`src/rtl/cmsh_pkg.sv`:
```
package cmsh_pkg;

    // Trigger tracker states
    typedef enum logic {
        TRIG_LOW  = 1'b0,
        TRIG_HIGH = 1'b1
    } trig_state_e;

    // Commutation event source select encoding
    typedef enum logic {
        SRC_SW_ONLY    = 1'b0,
        SRC_SW_OR_TRIG = 1'b1
    } evt_src_e;

endpackage

```
`src/rtl/cmsh_trig_edge.sv`:
```
module cmsh_trig_edge
    import cmsh_pkg::*;
(
    input  logic clk,
    input  logic rst_n,
    input  logic trig_in,
    output logic trig_rise
);

    trig_state_e state_q;
    trig_state_e state_d;

    // State register
    always_ff @(posedge clk or negedge rst_n) begin
        if (!rst_n) begin
            state_q <= TRIG_LOW;
        end else begin
            state_q <= state_d;
        end
    end

    // Next state and edge output
    always_comb begin
        state_d   = state_q;
        trig_rise = 1'b0;
        unique case (state_q)
            TRIG_LOW: begin
                if (trig_in) begin
                    state_d   = TRIG_HIGH;
                    trig_rise = 1'b1;
                end
            end
            TRIG_HIGH: begin
                if (!trig_in) begin
                    state_d = TRIG_LOW;
                end
            end
            default: begin
                state_d = TRIG_LOW;
            end
        endcase
    end


    rise_single_chk: assert property (@(posedge clk) disable iff (!rst_n)
        trig_rise |=> !trig_rise);


    held_high_quiet_chk: assert property (@(posedge clk) disable iff (!rst_n)
        (trig_in && $past(trig_in) && $past(rst_n)) |-> !trig_rise);

endmodule

```
`src/rtl/cmsh_event_sel.sv`:
```
module cmsh_event_sel
    import cmsh_pkg::*;
(
    input  logic clk,
    input  logic rst_n,
    input  logic sw_commute,
    input  logic trig_rise,
    input  logic trig_src_sel,
    output logic commit
);

    evt_src_e src;

    always_comb begin
        src = evt_src_e'(trig_src_sel);
        unique case (src)
            SRC_SW_ONLY:    commit = sw_commute;
            SRC_SW_OR_TRIG: commit = sw_commute | trig_rise;
            default:        commit = sw_commute;
        endcase
    end


    trig_ignored_chk: assert property (@(posedge clk) disable iff (!rst_n)
        (!trig_src_sel && !sw_commute) |-> !commit);


    strobe_always_chk: assert property (@(posedge clk) disable iff (!rst_n)
        sw_commute |-> commit);

endmodule

```
`src/rtl/cmsh_chan_slot.sv`:
```
module cmsh_chan_slot #(
    parameter int MODE_W  = 3,
    localparam int FIELD_W = MODE_W + 2
) (
    input  logic              clk,
    input  logic              rst_n,
    input  logic              shadow_en,
    input  logic              has_comp,
    input  logic              commit,
    input  logic              wr_hit,
    input  logic              wr_oe,
    input  logic              wr_ne,
    input  logic [MODE_W-1:0] wr_mode,
    output logic              act_oe,
    output logic              act_ne,
    output logic [MODE_W-1:0] act_mode
);

    // Field layout inside a slot: {oe, ne, mode}
    logic [FIELD_W-1:0] wdata;
    logic [FIELD_W-1:0] pend_q;
    logic [FIELD_W-1:0] act_q;
    logic [FIELD_W-1:0] act_d;
    logic               shadowed;

    assign wdata    = {wr_oe, wr_ne, wr_mode};
    assign shadowed = shadow_en & has_comp;

    // Pending copy always captures writes
    always_ff @(posedge clk or negedge rst_n) begin
        if (!rst_n) begin
            pend_q <= '0;
        end else if (wr_hit) begin
            pend_q <= wdata;
        end
    end

    // Active copy: direct write when unshadowed, pending load on commit
    always_comb begin
        act_d = act_q;
        if (shadowed) begin
            if (commit) begin
                act_d = pend_q;
            end
        end else if (wr_hit) begin
            act_d = wdata;
        end
    end

    always_ff @(posedge clk or negedge rst_n) begin
        if (!rst_n) begin
            act_q <= '0;
        end else begin
            act_q <= act_d;
        end
    end

    assign act_oe   = act_q[FIELD_W-1];
    assign act_ne   = act_q[FIELD_W-2];
    assign act_mode = act_q[MODE_W-1:0];


    reset_clear_chk: assert property (@(posedge clk)
        !rst_n |=> (act_q == '0 && pend_q == '0));


    direct_write_chk: assert property (@(posedge clk) disable iff (!rst_n)
        (!shadowed && wr_hit) |=> ({act_oe, act_ne, act_mode} == $past(wdata)));


    shadow_hold_chk: assert property (@(posedge clk) disable iff (!rst_n)
        (shadowed && !commit) |=> $stable({act_oe, act_ne, act_mode}));


    commit_load_chk: assert property (@(posedge clk) disable iff (!rst_n)
        (shadowed && commit) |=> ({act_oe, act_ne, act_mode} == $past(pend_q)));


    pend_keep_chk: assert property (@(posedge clk) disable iff (!rst_n)
        !wr_hit |=> $stable(pend_q));

endmodule

```
`src/rtl/commutation_shadow_ctrl.sv`:
```
module commutation_shadow_ctrl #(
    parameter int NUM_CH = 4,
    parameter int MODE_W = 3
) (
    input  logic                      clk,
    input  logic                      rst_n,
    input  logic                      shadow_en,
    input  logic                      trig_src_sel,
    input  logic                      sw_commute,
    input  logic                      trig_in,
    input  logic [NUM_CH-1:0]         has_comp,
    input  logic                      wr_valid,
    input  logic [$clog2(NUM_CH)-1:0] wr_chan,
    input  logic                      wr_oe,
    input  logic                      wr_ne,
    input  logic [MODE_W-1:0]         wr_mode,
    output logic [NUM_CH-1:0]         act_oe,
    output logic [NUM_CH-1:0]         act_ne,
    output logic [NUM_CH*MODE_W-1:0]  act_mode
);

    localparam int CH_IDX_W = $clog2(NUM_CH);

    logic trig_rise;
    logic commit;

    cmsh_trig_edge u_trig (
        .clk       (clk),
        .rst_n     (rst_n),
        .trig_in   (trig_in),
        .trig_rise (trig_rise)
    );

    cmsh_event_sel u_evt (
        .clk          (clk),
        .rst_n        (rst_n),
        .sw_commute   (sw_commute),
        .trig_rise    (trig_rise),
        .trig_src_sel (trig_src_sel),
        .commit       (commit)
    );

    for (genvar c = 0; c < NUM_CH; c++) begin : g_ch
        logic wr_hit;
        assign wr_hit = wr_valid && (wr_chan == CH_IDX_W'(c));

        cmsh_chan_slot #(.MODE_W(MODE_W)) u_slot (
            .clk       (clk),
            .rst_n     (rst_n),
            .shadow_en (shadow_en),
            .has_comp  (has_comp[c]),
            .commit    (commit),
            .wr_hit    (wr_hit),
            .wr_oe     (wr_oe),
            .wr_ne     (wr_ne),
            .wr_mode   (wr_mode),
            .act_oe    (act_oe[c]),
            .act_ne    (act_ne[c]),
            .act_mode  (act_mode[c*MODE_W +: MODE_W])
        );


        no_comp_direct_chk: assert property (@(posedge clk) disable iff (!rst_n)
            (!has_comp[c] && wr_hit) |=>
            ({act_oe[c], act_ne[c], act_mode[c*MODE_W +: MODE_W]} ==
             $past({wr_oe, wr_ne, wr_mode})));
    end


    wr_chan_range_chk: assert property (@(posedge clk) disable iff (!rst_n)
        wr_valid |-> (int'(wr_chan) < NUM_CH));

endmodule

```
`config.mk`:
```
export PLATFORM = sky130hd
export DESIGN_NAME = commutation_shadow_ctrl
export DESIGN_NICKNAME = d
export VERILOG_FILES = /design/src/rtl/cmsh_pkg.sv /design/src/rtl/cmsh_trig_edge.sv /design/src/rtl/cmsh_event_sel.sv /design/src/rtl/cmsh_chan_slot.sv /design/src/rtl/commutation_shadow_ctrl.sv
export SDC_FILE = /design/constraint.sdc
export NUM_CORES = 1
export LEC_CHECK = 0
export ABC_AREA = 1
export BUFFER_PORTS_ARGS = -buffer_cell sky130_fd_sc_hd__buf_2
export CAP_MARGIN = 10
export CORE_MARGIN = 8
export CORE_UTILIZATION = 33
export CTS_CLUSTER_DIAMETER = 120
export CTS_CLUSTER_SIZE = 20
export DETAILED_ROUTE_END_ITERATION = 10
export PLACE_DENSITY = 0.6
export SETUP_SLACK_MARGIN = 0.5
export SLEW_MARGIN = 15
export SYNTH_ARGS = -nofsm -noshare
export SYNTH_HDL_FRONTEND = slang
export SYNTH_SLANG_ARGS = --single-unit
```
`constraint.sdc`:
```
create_clock -name clk -period 3.3 [get_ports clk]
set_clock_uncertainty 0.05 [all_clocks]
set_input_delay 0.165 -clock clk [delete_from_list [all_inputs] [get_ports clk]]
set_output_delay 0.165 -clock clk [all_outputs]
set_load 0.1 [all_outputs]
```
==> metrics.cfg <==
[worst_setup_path]
rr_startpoint = u_trig.state_q$_DFF_PN0_
required_ns = 3.08
worstPathCellList = buf_2
reg2reg_depth = 6
worstSetupStartpointType = flip-flop
crit_family = buffers and inverters
r2r_slack_ns = 2.13
slowest_stage = buf_2
path_class = reg2out
critPathArrivalTime_ns = 1.09
reg2reg_to = g_ch[3].u_slot.act_q[2]$_DFFE_PN0P_
worst-path-buf-inv = 1
critPathCaptureType = output port
crit_fanout = 2
slowest_delay_ns = 0.43

[floorplan]
core_area_um2 = 5890
die_width_um = 93.7
dieArea_um2 = 8770
io_pins = 38
start_util_pct = 33.8
row_count = 28
die_height_um = 93.7

[yosys]
synth_cells = 247
ys_seq_area_share_pct = 51.5
synth_cell_type_count = 12
netlist_area_um2 = 1990
yosys_warnings = 0
syn-num-nets = 265
ys_ff_latch = 41
syn_area_per_cell_um2 = 8.06

[final_layout]
fin_cells = 356
area_growth_syn_to_layout_pct = 15.6
fin_nets = 299
drive_above_1_share_pct = 21.4
antenna_cells = 0
fin_util_pct = 39.1

[global_routing]
antenna_found_initial = 0
grtUsageTotal_pct = 11.6
grt_pass1_vias = 1689
grt_max_degree = 42
gr-total-overflow = 0
grt_pass1_wl_um = 8000

[timing]
finalCritPeriodShare_pct = 39.5
worst-slew-pin-transition_ns = 0.915
slew_violations = 0
hold_viol_final = 0
setup_viol = 0
rsz0062_at_grt = false
setup_tns_ns = 0
max_clock_freq_mhz = 766
fin_crit_ns = 1.30
max_slew_margin_pct = 39.0

[detailed_routing]
wl_per_cell_um = 13.3
dr.pass1.iters = 6
ant_nets = 0
drc_errors = 0
avgViaCountPerCell = 4.63
routed-via-count = 1650
wl_um = 4740
drtIter0Drc = 145

[clocking]
cts-resized-gates = 0
cts_buffers = 5
clock_sinks = 41
path_clk_slew_ns = 0.07
clk_latency_ns = 0.29
clockBufferDepth = 2
cts_root_buf = clkbuf_8
post-cts-setup-buffer-count = 0
cts_max_level = 2
cts_tree = yes

[flow_run]
maxCapViolCount = 0

[worst_hold_path]
hold_depth = 5
hold-path-endpoint = g_ch[1].u_slot.act_q[3]$_DFFE_PN0P_
worstHoldStart = wr_ne
hold_path_class = in2reg

[placement]
io_buffer_count = 37
place_hpwl_um = 3390
numPlacedInstances = 347
gp_congestion = 0.804

[power]
power.density_nw_per_um2 = 649
power_leakage_nw = 1.28
ir_worst_vdd_v = 0.000265

[run_status]
outcome = finished, final reports clean

==> metrics by stage <==
stage | hold WS (ns) | worst slack (ns) | instance area [µm²] | total power, W
6_report | 0.233 | 2.00 | 2300 | 0.00149
5_1_grt | 0.261 | 1.94 | 2300 | 0.00157
4_1_cts | 0.230 | 1.99 | 2300 | 0.00151
3_5_place_dp | 0.261 | 1.97 | 2190 | 0.00117
3_3_place_gp | 0.251 | 2.00 | 2190 | 0.00116
2_1_floorplan | -0.181 | 2.10 | 1990 | 0.00109
==> logic make-up after synthesis <==
logic type / synth area share [%]
buffers and inverters: 6.47
and+or+nand+nor: 37.0
DFF: 51.5
AOI/OAI and AO/OA: 5.03
==> worst reg2reg max path, delay by kind of cell, from the launching register on <==
kind	cells	cell delay [ns]
flops	1	0.37
simple gates	5	0.59
buf+inv	1	0.06
==> sequential cells by signal, summed over array words and instances (netlist names) <==
name	cells
g_ch.u_slot.act_q	20
g_ch.u_slot.pend_q	20
u_trig.state_q	1
==> Yosys cell counts (all sizes together) <==
library cell / count / area [µm²]
clkbuf: 4 / 15.0
nand2: 132 / 536
nand3: 29 / 200
o21ai: 20 / 100
inv: 9 / 33.8
clkinv: 4 / 20.0
dfrtp: 41 / 1030
buf: 8 / 60.1
==> report_power, final <==
part           leakage (nW)  switching [W]  internal [W]
Combinational         0.720       0.000444     0.0000914
Sequential            0.512      0.0000404      0.000583
Clock                0.0443       0.000169      0.000166
Total                  1.28       0.000653      0.000840
==> worst max-delay path by stage <==
stage                                   startpoint                                    to  slack [ns]  cells past startpoint
2_1_floorplan  g_ch[0].u_slot.act_q[0]$_DFFE_PN0P_   g_ch[0].u_slot.act_q[0]$_DFFE_PN0P_        2.10                      2
3_3_place_gp                            wr_chan[1]   g_ch[0].u_slot.act_q[2]$_DFFE_PN0P_        2.00                      7
3_5_place_dp                            wr_chan[1]   g_ch[1].u_slot.act_q[2]$_DFFE_PN0P_        1.97                      7
4_1_cts        g_ch[2].u_slot.act_q[3]$_DFFE_PN0P_                             act_ne[2]        1.99                      1
5_1_grt                                      rst_n  g_ch[2].u_slot.pend_q[3]$_DFFE_PN0P_        1.94                      2
6_report       g_ch[3].u_slot.act_q[4]$_DFFE_PN0P_                             act_oe[3]        2.00                      1
==> cell type report <==
class | instances | area (µm²)
Tap cell | 75 | 93.8
Fill cell | 635 | 3580
Multi-Input combinational cell | 181 | 836
Clock buffer | 7 | 86.3
Inverter | 13 | 53.8
Sequential cell | 41 | 1030
Timing Repair Buffer | 39 | 205
==> routing by layer <==
layer | global-route usage (%) | routed length, µm | up-vias
li1 | - | - | 836
met1 | 13.7 | 2220 | 773
met2 | 18.8 | 2110 | 35
met3 | 4.40 | 336 | 6
met4 | 3.96 | 67 | 0
met5 | 0 | 0 | -
==> cell usage in the layout (no fill, tap or decap) <==
cell / count
o21ai_0: 20
clkinv_2: 4
inv_1: 9
dfrtp_1: 41
buf_2: 37
nand3_2: 1
nand2_2: 4
nand3_4: 4
clkbuf_1: 1
nand3_1: 24
clkbuf_8: 6
nand2_4: 4
dlygate4sd3_1: 2
nand2_1: 124
==> what timing repair did <==
action,CTS,global route
setup endpoints to repair,0,0
hold buffers,2,0
hold endpoints to repair,42,0
Note: power is estimated with default switching activity, not from simulation.
